==> src/rtl/acc_alu_pkg.sv <==
package acc_alu_pkg;

   localparam int NUM_OPS = 5;

   typedef enum int {
      OP_ADD = 0,
      OP_SUB = 1,
      OP_INC = 2,
      OP_DEC = 3,
      OP_CLR = 4
   } alu_op_e;

   typedef struct packed {
      logic gt;
      logic eq;
      logic lt;
   } cc_t;

endpackage

==> src/rtl/acc_alu_units.sv <==
module acc_alu_units
   import acc_alu_pkg::*;
#(
   parameter int WIDTH = 16
) (
   input  logic [WIDTH-1:0]                acc_i,
   input  logic [WIDTH-1:0]                opnd_i,
   output logic [NUM_OPS-1:0][WIDTH-1:0]   cand_o,
   output cc_t                             cmp_o
);

   localparam logic [WIDTH-1:0] ONE = WIDTH'(1);

   logic signed [WIDTH-1:0] acc_s;
   logic signed [WIDTH-1:0] opnd_s;

   assign acc_s  = $signed(acc_i);
   assign opnd_s = $signed(opnd_i);

   // every circuit evaluates all the time; the selector chooses later
   always_comb begin
      cand_o         = '0;
      cand_o[OP_ADD] = acc_i + opnd_i;
      cand_o[OP_SUB] = acc_i - opnd_i;
      cand_o[OP_INC] = opnd_i + ONE;
      cand_o[OP_DEC] = opnd_i - ONE;
      cand_o[OP_CLR] = '0;
   end

   // operand is compared against the accumulator
   always_comb begin
      cmp_o.gt = (opnd_s >  acc_s);
      cmp_o.eq = (opnd_s == acc_s);
      cmp_o.lt = (opnd_s <  acc_s);
   end

endmodule

==> src/rtl/acc_alu_sel.sv <==
module acc_alu_sel
   import acc_alu_pkg::*;
#(
   parameter int WIDTH      = 16,
   parameter bit ONEHOT_SEL = 1'b0,
   parameter int SEL_W      = 3
) (
   input  logic [SEL_W-1:0]                sel_i,
   input  logic [NUM_OPS-1:0][WIDTH-1:0]   cand_i,
   output logic [NUM_OPS-1:0]              hit_o,
   output logic [WIDTH-1:0]                res_o
);

   logic [NUM_OPS-1:0][SEL_W-1:0] match_code;

   generate
      for (genvar i = 0; i < NUM_OPS; i++) begin : g_code
         if (ONEHOT_SEL) begin : g_onehot
            assign match_code[i] = SEL_W'(1) << i;
         end else begin : g_binary
            assign match_code[i] = SEL_W'(i);
         end
      end
   endgenerate

   always_comb begin
      hit_o = '0;
      for (int i = 0; i < NUM_OPS; i++) begin
         hit_o[i] = (sel_i == match_code[i]);
      end
   end

   always_comb begin
      res_o = '0;
      for (int i = 0; i < NUM_OPS; i++) begin
         if (hit_o[i]) res_o = cand_i[i];
      end
   end

endmodule

==> src/rtl/acc_alu_ccreg.sv <==
module acc_alu_ccreg
   import acc_alu_pkg::*;
(
   input  logic clk,
   input  logic rst_n,
   input  logic load_i,
   input  cc_t  cmp_i,
   output cc_t  cc_o
);

   always_ff @(posedge clk or negedge rst_n) begin
      if (!rst_n)      cc_o <= '0;
      else if (load_i) cc_o <= cmp_i;
   end


   cc_onehot_chk: assert property (@(posedge clk) disable iff (!rst_n)
      load_i |=> ($countones(cc_o) == 1));


   cc_hold_chk: assert property (@(posedge clk) disable iff (!rst_n)
      !load_i |=> $stable(cc_o));


   cc_reset_chk: assert property (@(posedge clk)
      !rst_n |-> (cc_o == '0));

endmodule

==> src/rtl/acc_alu_cc.sv <==
module acc_alu_cc
   import acc_alu_pkg::*;
#(
   parameter int WIDTH      = 16,
   parameter bit ONEHOT_SEL = 1'b0,
   localparam int SEL_W     = ONEHOT_SEL ? NUM_OPS : $clog2(NUM_OPS)
) (
   input  logic             clk,
   input  logic             rst_n,
   input  logic [WIDTH-1:0] acc_in,
   input  logic [WIDTH-1:0] opnd_in,
   input  logic [SEL_W-1:0] op_sel,
   input  logic             cmp_stb,
   output logic [WIDTH-1:0] result_o,
   output logic             flag_gt,
   output logic             flag_eq,
   output logic             flag_lt
);

   localparam logic [WIDTH-1:0] ONE = WIDTH'(1);

   generate
      if (WIDTH < 2) begin : g_bad_width
         $error("acc_alu_cc: WIDTH must be at least 2");
      end
      if (SEL_W < 1) begin : g_bad_sel
         $error("acc_alu_cc: select width must be positive");
      end
   endgenerate

   logic [NUM_OPS-1:0][WIDTH-1:0] cand;
   logic [NUM_OPS-1:0]            hit;
   cc_t                           cmp_now;
   cc_t                           cc_q;

   acc_alu_units #(.WIDTH(WIDTH)) u_units (
      .acc_i  (acc_in),
      .opnd_i (opnd_in),
      .cand_o (cand),
      .cmp_o  (cmp_now)
   );

   acc_alu_sel #(.WIDTH(WIDTH), .ONEHOT_SEL(ONEHOT_SEL), .SEL_W(SEL_W)) u_sel (
      .sel_i  (op_sel),
      .cand_i (cand),
      .hit_o  (hit),
      .res_o  (result_o)
   );

   acc_alu_ccreg u_ccreg (
      .clk    (clk),
      .rst_n  (rst_n),
      .load_i (cmp_stb),
      .cmp_i  (cmp_now),
      .cc_o   (cc_q)
   );

   assign flag_gt = cc_q.gt;
   assign flag_eq = cc_q.eq;
   assign flag_lt = cc_q.lt;


   sel_onehot_chk: assert property (@(posedge clk) disable iff (!rst_n)
      $onehot0(hit));


   add_wrap_chk: assert property (@(posedge clk) disable iff (!rst_n)
      hit[OP_ADD] |-> (result_o - opnd_in == acc_in));


   sub_wrap_chk: assert property (@(posedge clk) disable iff (!rst_n)
      hit[OP_SUB] |-> (result_o + opnd_in == acc_in));


   inc_wrap_chk: assert property (@(posedge clk) disable iff (!rst_n)
      hit[OP_INC] |-> (result_o - ONE == opnd_in));


   dec_wrap_chk: assert property (@(posedge clk) disable iff (!rst_n)
      hit[OP_DEC] |-> (result_o + ONE == opnd_in));


   zero_res_chk: assert property (@(posedge clk) disable iff (!rst_n)
      (hit[OP_CLR] || hit == '0) |-> (result_o == '0));


   cmp_eq_chk: assert property (@(posedge clk) disable iff (!rst_n)
      cmp_stb |=> (flag_eq == ($past(acc_in) == $past(opnd_in))));

endmodule

==> config.mk <==
export PLATFORM = sky130hd
export DESIGN_NAME = acc_alu_cc
export DESIGN_NICKNAME = d
export VERILOG_FILES = /design/src/rtl/acc_alu_pkg.sv /design/src/rtl/acc_alu_units.sv /design/src/rtl/acc_alu_sel.sv /design/src/rtl/acc_alu_ccreg.sv /design/src/rtl/acc_alu_cc.sv
export SDC_FILE = /design/constraint.sdc
export NUM_CORES = 1
export LEC_CHECK = 0
export BUFFER_PORTS_ARGS = -buffer_cell sky130_fd_sc_hd__buf_2
export CORE_MARGIN = 2
export CORE_UTILIZATION = 59
export CTS_CLUSTER_SIZE = 12
export DETAILED_ROUTE_END_ITERATION = 8
export PLACE_DENSITY_LB_ADDON = 0.2
export SYNTH_ARGS = -nofsm -noshare
export SYNTH_HDL_FRONTEND = slang
export SYNTH_SLANG_ARGS = --single-unit
==> constraint.sdc <==
create_clock -name clk -period 6.7 [get_ports clk]
set_clock_uncertainty 0.05 [all_clocks]
set_input_delay 1.34 -clock clk [delete_from_list [all_inputs] [get_ports clk]]
set_output_delay 1.34 -clock clk [all_outputs]
set_load 0.01 [all_outputs]
==> metrics, run 1 <==
CTS clock-pin slew for the worst setup and hold paths=around 0.030 ns; area leader, netlist=ha_1; Tcrit/Tclk final=about four fifths; dpl hpwl=between 6 and 7 mm; Main synth FF type=dfrtp_1; Slew headroom=37.8%; critical path's most frequent cell=buf_2; Rows=25; peak supply drop=0.000143 V; setup violators final=0; Sink Count=3; worst skew pair latency=roughly 0.21 ns; Finished Cell Area=between 3000 and 4000 um^2; critical path arrival=just under 4 ns; top cells by area, synth=ha_1 (20%), a21oi_1 (8.0%), xnor2_1 (7.8%); most frequent cells in the layout=buf_2 (56), inv_1 (49), ha_1 (48), a21oi_1 (47), nor2_1 (46); GRT Total Usage=30.4%; most flop-heavy register=u_ccreg.cc_o; fmax=188 MHz; area of placed instances=3160 um^2; via density per instance=6.07; Setup CP Type=in2out; actual slew at the worst max-slew pin=0.925 ns; top flop regs=u_ccreg.cc_o x3; first-pass GRT wire length=13.4 mm; Max-cap violations=0; Total Power=around 320 uW; Synth cell types=60; Post-synth ARST share=100%; die area=5560 um^2; share of cells above drive strength 1=roughly 15%; Clock Path Buffers=2; cell area power density=between 100 and 150 nW/um^2; Hold WC Path Type=reg2reg; Antenna Violating Nets Remaining=0; Setup Fix Bufs, Post-CTS=0; gpl congestion=~0.94; outcome=complete, no violations; total negative slack=0 ns; post-synthesis instance area=approximately 2900 um^2; worst-path maximum fanout=6; cell chain of the critical path=buf_2, ha_1, inv_1, fa_1, nor2_1, o21bai_1, a221oi_1, o31a_1, o22ai_2, o211ai_1, mux2_2, o221ai_1, buf_2; DR WL/cell=15.7 um; Initial Util=between 60% and 70%; # DRC=0; Leak=about 0.0016 uW; crit end category=output pin; height of the die=about 75 um; H-Tree Level Count=1; Synth Warn #=0; commonest non-fill, non-tap cell in the layout=buf_2; Startpoint Class=primary input; CP required=5.31 ns; root buffer cell=clkbuf_8; Final Critical Period=5.31 ns; CTS tree=done; number of global-route vias before repair=between 2,000 and 3,000; I/O Pins=57; cts hold-fix bufs=0; total number of vias=roughly 3,300; syn avg cell area=between 6 and 7 um^2; sequential element share of the synthesized area=under 10%; # diodes=0; Num CTS Buffers=3; Crit-path slowest cell=fa_1; final net count=560; fraction of synthesized cell area taken by the top area cell type=between 20% and 30%; DRT Pass-1 Iters=5; final hold vios=0; Synth Net Count=520; Die W=approximately 75 um; unrepaired setup endpoints after global routing=no; fillcell total=about 460; Core Footprint=around 4800 um^2; cts repair resizes=0; port bufs=between 50 and 60; WL final=about 8.5 mm; pin count of the biggest net entering global routing=39; EDFF count, synth=0; GR Overflow Total=0; Mapped Cells=roughly 430; register bit total from synthesis=3; Largest register FFs=3; initial antenna violation count=0; Iter 0 DRT Violations=313; Final Max Tran Viols=0; CP max stage delay=a little under 0.4 ns; area growth from synthesis to layout=9.03%
[area by class of cell]
cell class | count | area [um^2] | area share, %
Clock buffer | 4 | 45.0 | 1.41
Inverter | 50 | 188 | 5.86
Multi-Input combinational cell | 358 | 2530 | 79.0
Sequential cell | 3 | 75.1 | 2.34
Tap cell | 67 | 83.8 | 2.62
Timing Repair Buffer | 56 | 280 | 8.75
[kinds of logic after synthesis]
kind of cell | Yosys count | share of synthesized area, %
flip-flops | 3 | 2.56
AO/OA/AOI/OAI | 135 | 29.4
multiplexers | 6 | 2.09
AND/OR/NAND/NOR | 135 | 23.3
adder cells (fa/ha/maj) | 50 | 21.8
XOR/XNOR | 32 | 9.54
buffers and inverters | 71 | 11.3
[critical path: cells and delay by family]
kind	cells	cell delay (ns)
AOI/OAI and AO/OA	6	1.14
adders and majority gates	2	0.57
buffers and inverters	3	0.36
muxes	1	0.36
and+or+nand+nor	1	0.15
[power by group]
part           switching [uW]  internal [uW]  total (uW)
clock network            10.4           40.4        50.9
registers               0.783           20.2        20.9
logic                     150           98.9         249
total                     161            159         321
[through the flow]
step                      util (%)  cells  worst slack (ns)  hold WS [ns]
after floorplan                  -    432              1.96         0.466
after global placement        66.4    534              1.52         0.408
after detailed placement      66.4    534              1.45         0.417
after CTS                     67.3    538              1.44         0.423
after global routing          67.3    538              1.29         0.437
final                         67.3    538              1.39         0.419
[worst paths after layout]
kind / depth (start not counted) / end / from / slack [ns]
max: 13 / result_o[14] / opnd_in[0] / 1.39
min: 1 / u_ccreg.cc_o[0] / u_ccreg.cc_o[0] / 0.42
max reg2reg: 1 / u_ccreg.cc_o[0] / u_ccreg.cc_o[0] / 6.01
min reg2reg: 1 / u_ccreg.cc_o[0] / u_ccreg.cc_o[0] / 0.42
max in group asynchronous: 1 / u_ccreg.cc_o[0] / rst_n / 5.63
min in group asynchronous: 1 / u_ccreg.cc_o[1] / rst_n / 0.86
[Yosys cell counts (9+ instances only)]
cell type  count
inv_1         49
ha_1          48
a21oi_1       47
nor2_1        46
nand2_1       26
xnor2_1       26
o21ai_0       24
a21o_1        12
nand3_1       10
nor3_1        10
a31oi_1        9
[layer usage]
| metal | track usage [%] | up-vias | part of all wire [%] |
|---|---|---|---|
| met1 | 39.4 | 1508 | 43 |
| met5 | 0 | - | 0 |
| li1 | - | 1603 | - |
| met2 | 55.0 | 134 | 49 |
| met3 | 2.71 | 22 | 6.0 |
| met4 | 5.56 | 0 | 1.9 |
No activity file was read; power rests on OpenSTA's default activity.
==> run 2: changes to the inputs <==
CORE_UTILIZATION = 58   (was 59)
clock period = 5.1 ns   (was 6.7 ns; I/O delays follow)
==> run 2 against run 1 <==
Compared with the run above:
- non-clock buffer count grew 1
- power up 32%
- worst hold slack got worse by 0.0054 ns
- core utilization is 0.72 points lower
- final cell count grew 0.19%
- clock power increased by 31%
- highest routed layer unchanged
- count of clock-buffer cells in the layout did not move
- largest power group unchanged
- via count is 0.80% lower
- first-iteration DRC count grew 22%
==> metrics, run 2 (synthesis results as in run 1) <==
outcome=complete, no violations; R2R cell count=1; worst-path maximum fanout=6; cell chain of the critical path=buf_2, ha_1, inv_1, fa_1, nor2_1, o21bai_1, a221oi_1, o31a_1, o22ai_2, o211ai_1, mux2_2, o221ai_1, buf_2; gpl congestion=about 0.9; Clock Path Buffers=2; number of global-route vias before repair=~2,900; actual slew at the worst max-slew pin=about 0.86 ns; Setup CP Type=in2out; Setup Fix Bufs, Post-CTS=0; unrepaired setup endpoints after global routing=no; Sink Count=3; total number of vias=approximately 3,200; final worst-path setup slack=between 0.4 and 0.5 ns; Hold WC Path Type=reg2reg; H-Tree Level Count=1; Die W=75.2 um; Iter 0 DRT Violations=between 300 and 400; Startpoint Class=primary input; Final Max Tran Viols=0; Tcrit/Tclk final=90.9%; cell area power density=~130 nW/um^2; Worst path depth=13; r2r setup slk=~4.4 ns; CTS tree=done; first-pass GRT wire length=13.3 mm; Num CTS Buffers=3; Core Footprint=just under 5000 um^2; critical path arrival=approximately 3.6 ns; WL final=slightly above 8 mm; Setup crit start=opnd_in[0]; final net count=561; share of cells above drive strength 1=14.8%; Final Critical Period=~4.6 ns; total negative slack=0 ns; root buffer cell=clkbuf_8; critical path's most frequent cell=buf_2; Crit-path slowest cell=fa_1; most frequent cells in the layout=buf_2 (56), inv_1 (49), ha_1 (48), a21oi_1 (47), nor2_1 (46); DR WL/cell=about 15 um; pin count of the biggest net entering global routing=39; worst skew pair latency=between 0.2 and 0.25 ns; Worst Setup EP=result_o[14]; Max-cap violations=0; Crit path max-delay family=compound AO/OA/AOI/OAI gates; Largest register FFs=3; crit end category=output pin; cts hold-fix bufs=0; commonest non-fill, non-tap cell in the layout=buf_2; I/O Pins=between 50 and 60; Rows=25; Initial Util=about three fifths; top flop regs=u_ccreg.cc_o x3; CTS clock-pin slew for the worst setup and hold paths=roughly 0.030 ns; setup violators final=0; cts repair resizes=0; Leak=0.00159 uW; CP bufs+invs=3; die area=~5600 um^2; Slew headroom=a little over two fifths; peak supply drop=0.000178 V; port bufs=56; area growth from synthesis to layout=9.29%; height of the die=between 70 and 80 um; most flop-heavy register=u_ccreg.cc_o; Setup WS pre-CTS=between 0.5 and 0.6 ns; reg-to-reg startpoint=u_ccreg.cc_o[0]; final hold slack=roughly 0.41 ns; DRT Pass-1 Iters=5; Finished Cell Area=about 3200 um^2; # DRC=0; GRT Total Usage=approximately 30%; # diodes=0; area of placed instances=~3200 um^2; CP max stage delay=~0.38 ns; fmax=216 MHz; reg2reg end=u_ccreg.cc_o[0]; CP required=approximately 4.0 ns; final hold vios=0; dpl hpwl=6.56 mm; Antenna Violating Nets Remaining=0; GR Overflow Total=0; via density per instance=around 6; initial antenna violation count=0
==> run 2: cell types whose count changed in the layout (fill, tap and decap cells not counted) <==
cell,delta
buf_4,+1
==> run 2: how the worst min path moves through the flow <==
| stage | start | endpoint | cells after the start |
|---|---|---|---|
| final | u_ccreg.cc_o[1] | u_ccreg.cc_o[1] | 1 |
| after global routing | u_ccreg.cc_o[1] | u_ccreg.cc_o[1] | 1 |
| after CTS | u_ccreg.cc_o[1] | u_ccreg.cc_o[1] | 1 |
| after detailed placement | u_ccreg.cc_o[1] | u_ccreg.cc_o[1] | 1 |
| after global placement | u_ccreg.cc_o[1] | u_ccreg.cc_o[1] | 1 |
| after floorplan | u_ccreg.cc_o[0] | u_ccreg.cc_o[0] | 1 |
==> run 2: metrics by stage <==
stage	utilization, %	power (uW)	cells
floorplan	-	264	432
global placement	65.7	342	535
detailed placement	65.7	347	535
CTS	66.6	417	539
global route	66.6	462	539
finish	66.6	422	539
==> run 2: routing by layer <==
metal / vias to the layer above / track usage, % / part of all wire, %
li1: 1603 / - / -
met4: 0 / 8.19 / 2.1
met1: 1482 / 39.9 / 45
met3: 17 / 2.14 / 5.6
met5: - / 0 / 0
met2: 139 / 50.9 / 47
==> run 2: power breakdown <==
part	leakage, uW	internal (uW)	total [uW]	switching [uW]
sequential	0.0000373	26.5	27.6	1.10
combinational	0.00153	130	328	197
clock	0.0000228	53.1	66.6	13.5
total	0.00159	210	422	212
==> run 2: layout make-up <==
cell class | count | area (um^2)
multi-input combinational | 358 | 2530
inverter | 50 | 188
tap | 67 | 83.8
timing repair buffer | 57 | 288
fill | 452 | 1610
sequential | 3 | 75.1
clock buffer | 4 | 45.0
==> run 3: changes to the inputs <==
CORE_UTILIZATION = 55   (was 58)
==> run 3 against run 2 <==
Compared with the run above:
- critical path depth unchanged
- combinational power about the same
- worst hold slack better by 0.0074 ns
- non-clock buffer count stayed put
- via count decreased by 0.40%
- die area increased by 5.2%
- final cell count is 0.56% higher
- final area up 0.12%
- power hardly changed
- largest power group unchanged
==> metrics, run 3 (synthesis results as in run 1) <==
most flop-heavy register=u_ccreg.cc_o; final net count=561; area of placed instances=~3200 um^2; # DRC=0; cell area power density=between 100 and 150 nW/um^2; peak supply drop=0.000264 V; DR WL met2=~3.9 mm; Final Max Tran Viols=0; initial antenna violation count=0; port bufs=56; top sig layer=met4; DRT met1 WL=3.65 mm; final worst-path setup slack=approximately 0.39 ns; WL final=about 8.3 mm; cts repair resizes=0; share of cells above drive strength 1=roughly 15%; gpl congestion=between 0.9 and 1; GRT Total Usage=a little over a quarter; setup violators final=0; GR Overflow Total=0; dpl hpwl=approximately 6.6 mm; pin count of the biggest net entering global routing=39; Startpoint Class=primary input; first-pass GRT wire length=13.6 mm; DRT Pass-1 Iters=6; worst-path maximum fanout=6; die area=just under 6000 um^2; Final Critical Period=~4.7 ns; I/O Pins=57; Tcrit/Tclk final=92.3%; unrepaired setup endpoints after global routing=no; Finished Cell Area=about 3200 um^2; number of global-route vias before repair=around 3,000; Total Power=422 uW; Die W=77.1 um; Num CTS Buffers=3; Leak=roughly 0.0016 uW; Iter 0 DRT Violations=335; final hold vios=0; Hold WC Path Type=reg2reg; Setup WS pre-CTS=a little under 0.5 ns; Initial Util=a little under three fifths; actual slew at the worst max-slew pin=approximately 0.85 ns; area growth from synthesis to layout=9.42%; Setup Fix Bufs, Post-CTS=0; DR WL/cell=about 15 um; commonest non-fill, non-tap cell in the layout=buf_2; top flop regs=u_ccreg.cc_o x3; fillcell total=540; Rows=26; final hold slack=~0.42 ns; Setup CP Type=in2out; total number of vias=3,228; critical path arrival=roughly 3.6 ns; most frequent cells in the layout=buf_2 (56), inv_1 (49), ha_1 (48), a21oi_1 (47), nor2_1 (46); Antenna Violating Nets Remaining=0; Clock Path Buffers=2; fmax=212 MHz; root buffer cell=clkbuf_8; H-Tree Level Count=1; height of the die=a little under 80 um; via density per instance=5.96; routed wl met3=approximately 540 um; CP required=4.03 ns; Slew headroom=~43%; Core Footprint=5140 um^2; Largest register FFs=3; CTS clock-pin slew for the worst setup and hold paths=roughly 0.030 ns; Sink Count=3; CTS tree=done; worst skew pair latency=about 0.21 ns; total negative slack=0 ns; outcome=complete, no violations; crit end category=output pin; cts hold-fix bufs=0; Max-cap violations=0; # diodes=0
-- run 3: cell counts in the layout (fill, tap and decap cells not counted) --
No cell type changed its count.
-- run 3: final cells by class --
type	instances	area, um^2	area share [%]
multi-input cells	358	2530	78.7
repair buffers	57	288	8.96
inverters	50	188	5.84
well taps	70	87.6	2.73
flip-flops and latches	3	75.1	2.34
clock buffers	4	45.0	1.40
-- run 3: worst paths after layout --
kind / startpoint / to / slack [ns] / cells past startpoint
min in group asynchronous: rst_n / u_ccreg.cc_o[1] / 0.54 / 1
max: opnd_in[0] / result_o[14] / 0.39 / 13
min reg2reg: u_ccreg.cc_o[1] / u_ccreg.cc_o[1] / 0.42 / 1
max in group asynchronous: rst_n / u_ccreg.cc_o[0] / 4.35 / 1
min: u_ccreg.cc_o[1] / u_ccreg.cc_o[1] / 0.42 / 1
max reg2reg: u_ccreg.cc_o[0] / u_ccreg.cc_o[0] / 4.41 / 1
-- run 3: metrics by stage --
stage                     utilization [%]  cells
after floorplan                         -    432
after global placement               61.6    538
after detailed placement             61.6    538
after CTS                            62.5    542
after global routing                 62.5    542
final                                62.5    542
-- run 3: routing by layer --
metal / up-vias / GRT usage (%)
li1: 1597 / -
met1: 1478 / 36.3
met2: 137 / 47.8
met3: 16 / 1.06
met4: 0 / 7.32
met5: - / 0
-- run 3: critical path, stage by stage --
cell      delay [ns]
buf_2           0.14
ha_1            0.18
inv_1           0.06
fa_1            0.38
nor2_1          0.15
o21bai_1        0.09
a221oi_1        0.38
o31a_1          0.26
o22ai_2         0.13
o211ai_1        0.14
mux2_2          0.36
o221ai_1        0.18
buf_2           0.17
-- run 3: report_power, final --
group | internal [uW] | total (uW) | switching, uW
registers | 26.5 | 27.6 | 1.14
clock network | 53.2 | 67.1 | 13.9
logic | 130 | 327 | 197
